$ cat src/rtl/led_chase_pkg.sv
package led_chase_pkg;
  localparam int unsigned JC_W  = 5;
  localparam int unsigned LED_W = 8;
  localparam int unsigned N_STEPS = 2 * JC_W;

  typedef logic [JC_W-1:0]  jc_t;
  typedef logic [LED_W-1:0] led_t;

  localparam jc_t JC_IDLE = '0;

  // Twisted-ring advance: shift left, feed back inverted MSB
  function automatic jc_t jc_next(input jc_t s);
    return {s[JC_W-2:0], ~s[JC_W-1]};
  endfunction

  // Legal codes have at most one 0/1 boundary along the word
  function automatic logic jc_legal(input jc_t s);
    return $countones(s[JC_W-1:1] ^ s[JC_W-2:0]) <= 1;
  endfunction
endpackage

$ cat src/rtl/led_chase_prescaler.sv
module led_chase_prescaler #(
  parameter int unsigned DIV = 1_000_000
) (
  input  logic clk_i,
  input  logic rst_ni,
  output logic step_o
);
  generate
    if (DIV <= 1) begin : g_pass
      assign step_o = 1'b1;
    end else begin : g_cnt
      localparam int unsigned CNT_W = $clog2(DIV);
      localparam logic [CNT_W-1:0] LAST = CNT_W'(DIV - 1);
      logic [CNT_W-1:0] cnt_q;

      always_ff @(posedge clk_i or negedge rst_ni) begin
        if (!rst_ni)           cnt_q <= '0;
        else if (cnt_q == LAST) cnt_q <= '0;
        else                   cnt_q <= cnt_q + 1'b1;
      end

      assign step_o = (cnt_q == LAST);
    end
  endgenerate
endmodule

$ cat src/rtl/led_chase_ring.sv
module led_chase_ring
  import led_chase_pkg::*;
(
  input  logic clk_i,
  input  logic rst_ni,
  input  logic step_i,
  output jc_t  state_o
);
  jc_t state_q;

  always_ff @(posedge clk_i or negedge rst_ni) begin
    if (!rst_ni)
      state_q <= JC_IDLE;
    else if (step_i)
      state_q <= jc_legal(state_q) ? jc_next(state_q) : JC_IDLE;
  end

  assign state_o = state_q;
endmodule

$ cat src/rtl/led_chase_decode.sv
module led_chase_decode
  import led_chase_pkg::*;
(
  input  jc_t  state_i,
  output led_t led_o
);
  always_comb begin
    unique case (state_i)
      5'b00001: led_o = 8'b1000_0000;
      5'b00011: led_o = 8'b1100_0000;
      5'b00111: led_o = 8'b1110_0000;
      5'b01111: led_o = 8'b0111_0000;
      5'b11111: led_o = 8'b0011_1000;
      5'b11110: led_o = 8'b0001_1100;
      5'b11100: led_o = 8'b0000_0111;
      5'b11000: led_o = 8'b0000_0011;
      5'b10000: led_o = 8'b0000_0001;
      default:  led_o = 8'b0000_0000;
    endcase
  end
endmodule

$ cat src/rtl/led_chase.sv
module led_chase #(
  parameter int unsigned DIV = 1_000_000
) (
  input  logic       clk_i,
  input  logic       rst_ni,
  output logic [7:0] led_o
);
  import led_chase_pkg::*;

  logic step_en;
  jc_t  state_q;

  led_chase_prescaler #(.DIV(DIV)) u_pre (
    .clk_i  (clk_i),
    .rst_ni (rst_ni),
    .step_o (step_en)
  );

  led_chase_ring u_ring (
    .clk_i   (clk_i),
    .rst_ni  (rst_ni),
    .step_i  (step_en),
    .state_o (state_q)
  );

  led_chase_decode u_dec (
    .state_i (state_q),
    .led_o   (led_o)
  );
endmodule

$ cat config.mk
export PLATFORM = sky130hd
export DESIGN_NAME = led_chase
export DESIGN_NICKNAME = d
export VERILOG_FILES = /design/src/rtl/led_chase_pkg.sv /design/src/rtl/led_chase_prescaler.sv /design/src/rtl/led_chase_ring.sv /design/src/rtl/led_chase_decode.sv /design/src/rtl/led_chase.sv
export SDC_FILE = /design/constraint.sdc
export NUM_CORES = 1
export LEC_CHECK = 0
export BUFFER_PORTS_ARGS = -buffer_cell sky130_fd_sc_hd__buf_2
export CAP_MARGIN = 30
export CORE_MARGIN = 5
export CORE_UTILIZATION = 47
export CTS_BUF_LIST = sky130_fd_sc_hd__clkbuf_8
export DETAILED_ROUTE_END_ITERATION = 6
export MAX_ROUTING_LAYER = met4
export REMOVE_ABC_BUFFERS = 1
export SKIP_LAST_GASP = 1
export SYNTH_ARGS = -nofsm -noshare
export SYNTH_HDL_FRONTEND = slang
export SYNTH_SLANG_ARGS = --single-unit
export TNS_END_PERCENT = 100
$ cat constraint.sdc
create_clock -name clk_i -period 2.8 [get_ports clk_i]
set_input_delay 0.56 -clock clk_i [delete_from_list [all_inputs] [get_ports clk_i]]
set_output_delay 0.56 -clock clk_i [all_outputs]
set_load 0.1 [all_outputs]
==> summary.md <==
| Metric | Value |
|---|---|
| Num rows | `19` |
| Hold_buf cts | `0` |
| Commonest non-fill, non-tap cell in the layout | `dfrtp_1` |
| Inserted Clock Buffers | `3` |
| Ys async rst share | `100%` |
| EDFF count, synth | `0` |
| H-tree level count | `1` |
| Critical Path RT | `2240 ps` |
| Setup_tns | `0 ps` |
| Largest family of logic cells by synthesized area | `simple AND/OR/NAND/NOR gates` |
| Most frequent cells in the layout | `dfrtp_1, nor2_1, xor2_1, nand3_1` |
| Compound-Gate Fraction of Synth Area | `6.40%` |
| Crit path DAT | `1640 ps` |
| P&R area growth vs syn | `8.44%` |
| Die Y-Extent | `64.7 um` |
| CORE AREA | `2810 um2` |
| CTS tree | `done` |
| Postcts setup bufs | `0` |
| Total Wirelength | `2620 um` |
| Initial Util | `50.2%` |
| Synth Instances | `138` |
| Lkg Pwr | `0.742 nW` |
| XOR/XNOR Fraction of Synth Area | `9.96%` |
| Adder-Cell Fraction of Synth Area | `6.76%` |
| N_diodes | `0` |
| First-pass GRT wire length | `4550 um` |
| Drt wl/cell | `14.5 um` |
| Root Buffer | `clkbuf_8` |
| Tmin final | `2200 ps` |
| Ratio of cells with drive above 1 in the final layout | `17.4%` |
| Clk_skew | `4.01 ps` |
| Antenna-violating nets left | `0` |
| DRT Pass-1 Iters | `4` |
| Seq/Total Area, Yosys | `44.4%` |
| Max Transition Viols Final | `0` |
| Worst slack, placed | `749 ps` |
| Cts repair resizes | `0` |
| DR DRC count | `0` |
| Die Wd | `64.7 um` |
| GP Congestion | `0.802` |
| Vias in the first global route | `1004` |
| Worst-margin pin slew | `635 ps` |
| Hpwl dp | `1970 um` |
| Netlist Area Pre-Place | `1410 um2` |
| Rel. slew slack | `57.4%` |
| Crit Path Max Fanout | `9` |
| Area contributors post-synth | `dfrtp_1, xor2_1, ha_1` |
| Die area | `4190 um2` |
| Initial DRC Count | `50` |
| Multiplexer share of the synthesized area | `2.93%` |
| Avg Cell Area, Syn | `10.2 um2` |
| Buffers on Ports | `9` |
| Via count | `1034` |
| Final setup fails | `0` |
| Vias/cell | `5.74` |
| Pin count of the biggest net entering global routing | `26` |
| Worst reg2reg setup slack | `750 ps` |
| Filler cell count | `267` |
| GR Util All Layers | `14.4%` |
| Layout Nets | `159` |
| Total gr overflow | `0` |
| IR Drop Worst-Case VDD | `291 uV` |
| Status | `finished, final reports clean` |
| Class of the most critical setup path | `register to output port` |
| Simple-gate area share of the yosys netlist | `26.6%` |
| CP startpoint kind | `register` |
| Period utilization | `78.4%` |
| Unrepaired setup endpoints after global routing | `false` |
| Hold Fails Final Rpt | `0` |
| Share of the synthesized area in the top cell type | `44.4%` |
| Io pins | `10` |
| Netlist cell types | `38` |
| Synthesized flop and latch total | `25` |
| Clk sinks | `25` |
| Clock Path Buffers | `2` |
| Number of max-cap violations | `0` |
| Fmax achieved | `455 MHz` |
| Setup ws final | `604 ps` |
| Hold Path Class | `input pin to async pin` |
| Setup crit end kind | `output port` |
| Yosys top cell by area | `dfrtp_1` |
| Power per cell area | `380 nW/um2` |
| Antenna violations before repair | `0` |
| Clk pin slew, worst setup/hold paths | `90 ps` |
| Clk Latency, worst-skew pair | `270 ps` |
| Yosys warning count | `0` |
| Top FF cell, synth | `dfrtp_1` |
metrics by stage:
| stage | std cells | total power [W] | utilization (%) | hold WS (ps) | instance area, um2 |
|---|---|---|---|---|---|
| after global routing | 180 | 0.000607 | 54.4 | 314 | 1530 |
| final | 180 | 0.000580 | 54.4 | 268 | 1530 |
| after CTS | 180 | 0.000590 | 54.4 | 282 | 1530 |
| after global placement | 176 | 0.000376 | 52.8 | 467 | 1480 |
| after detailed placement | 176 | 0.000376 | 52.8 | 480 | 1480 |
| after floorplan | 135 | 0.000368 | - | 264 | 1390 |
path summary, 6_finish.rpt:
check / from / endpoint / cells after the start
max: u_ring.state_o[2] / led_o[4] / 5
min: rst_ni / u_pre.g_cnt.cnt_q[19] / 1
max reg2reg: u_ring.state_o[2] / u_ring.state_o[2] / 7
min reg2reg: u_pre.g_cnt.cnt_q[0] / u_pre.g_cnt.cnt_q[0] / 1
max in group asynchronous: rst_ni / u_pre.g_cnt.cnt_q[8] / 1
min in group clk_i: u_pre.g_cnt.cnt_q[0] / u_pre.g_cnt.cnt_q[0] / 1
layer usage:
metal	routed length [um]	up-vias	GRT usage, %
met4	39	0	6.33
li1	-	516	-
met3	70	4	2.42
met2	1160	11	21.1
met1	1350	503	19.7
met5	0	-	-
synth_stat cells (3+ instances only):
library cell and instances:
a21oi_1 4, nand2_1 9, xnor2_1 6, nor2_1 12, mux2i_1 3, nand4_1 6, ha_1 6, and3_1 5
inv_1 6, nand3_1 10, xor2_1 10, dfrtp_1 25
critical path, stage by stage, from the launching register on:
cell and delay (ps):
dfrtp_1 530, nand2_1 140, nor2_1 120, a21oi_1 50, nor2_1 100, buf_2 430
area by class of cell:
cell class	instances	area [um2]	share of cell area [%]
clock inverters	1	5.00	0.328
clock buffers	3	41.3	2.70
multi-input cells	104	741	48.5
well taps	31	38.8	2.54
repair buffers	10	52.6	3.44
flip-flops and latches	25	626	41.0
inverters	6	22.5	1.48
flip-flops by register name (all words and copies together), names as in the netlist:
signal,count
u_ring.state_o,5
u_pre.g_cnt.cnt_q,20
cells by family after synthesis:
kind of cell	after synthesis
and+or+nand+nor	64
buffers and inverters	9
AOI/OAI and AO/OA	13
xor gates and xnor gates	16
DFF	25
adders and majority gates	7
muxes	4
where the power goes:
group / total (W) / internal, W / switching (W)
clock network: 0.000212 / 0.0000996 / 0.000113
registers: 0.000361 / 0.000361 / 0
logic: 0.00000719 / 0.000000499 / 0.00000669
total: 0.000580 / 0.000461 / 0.000119
Note: power is estimated with default switching activity, not from simulation.
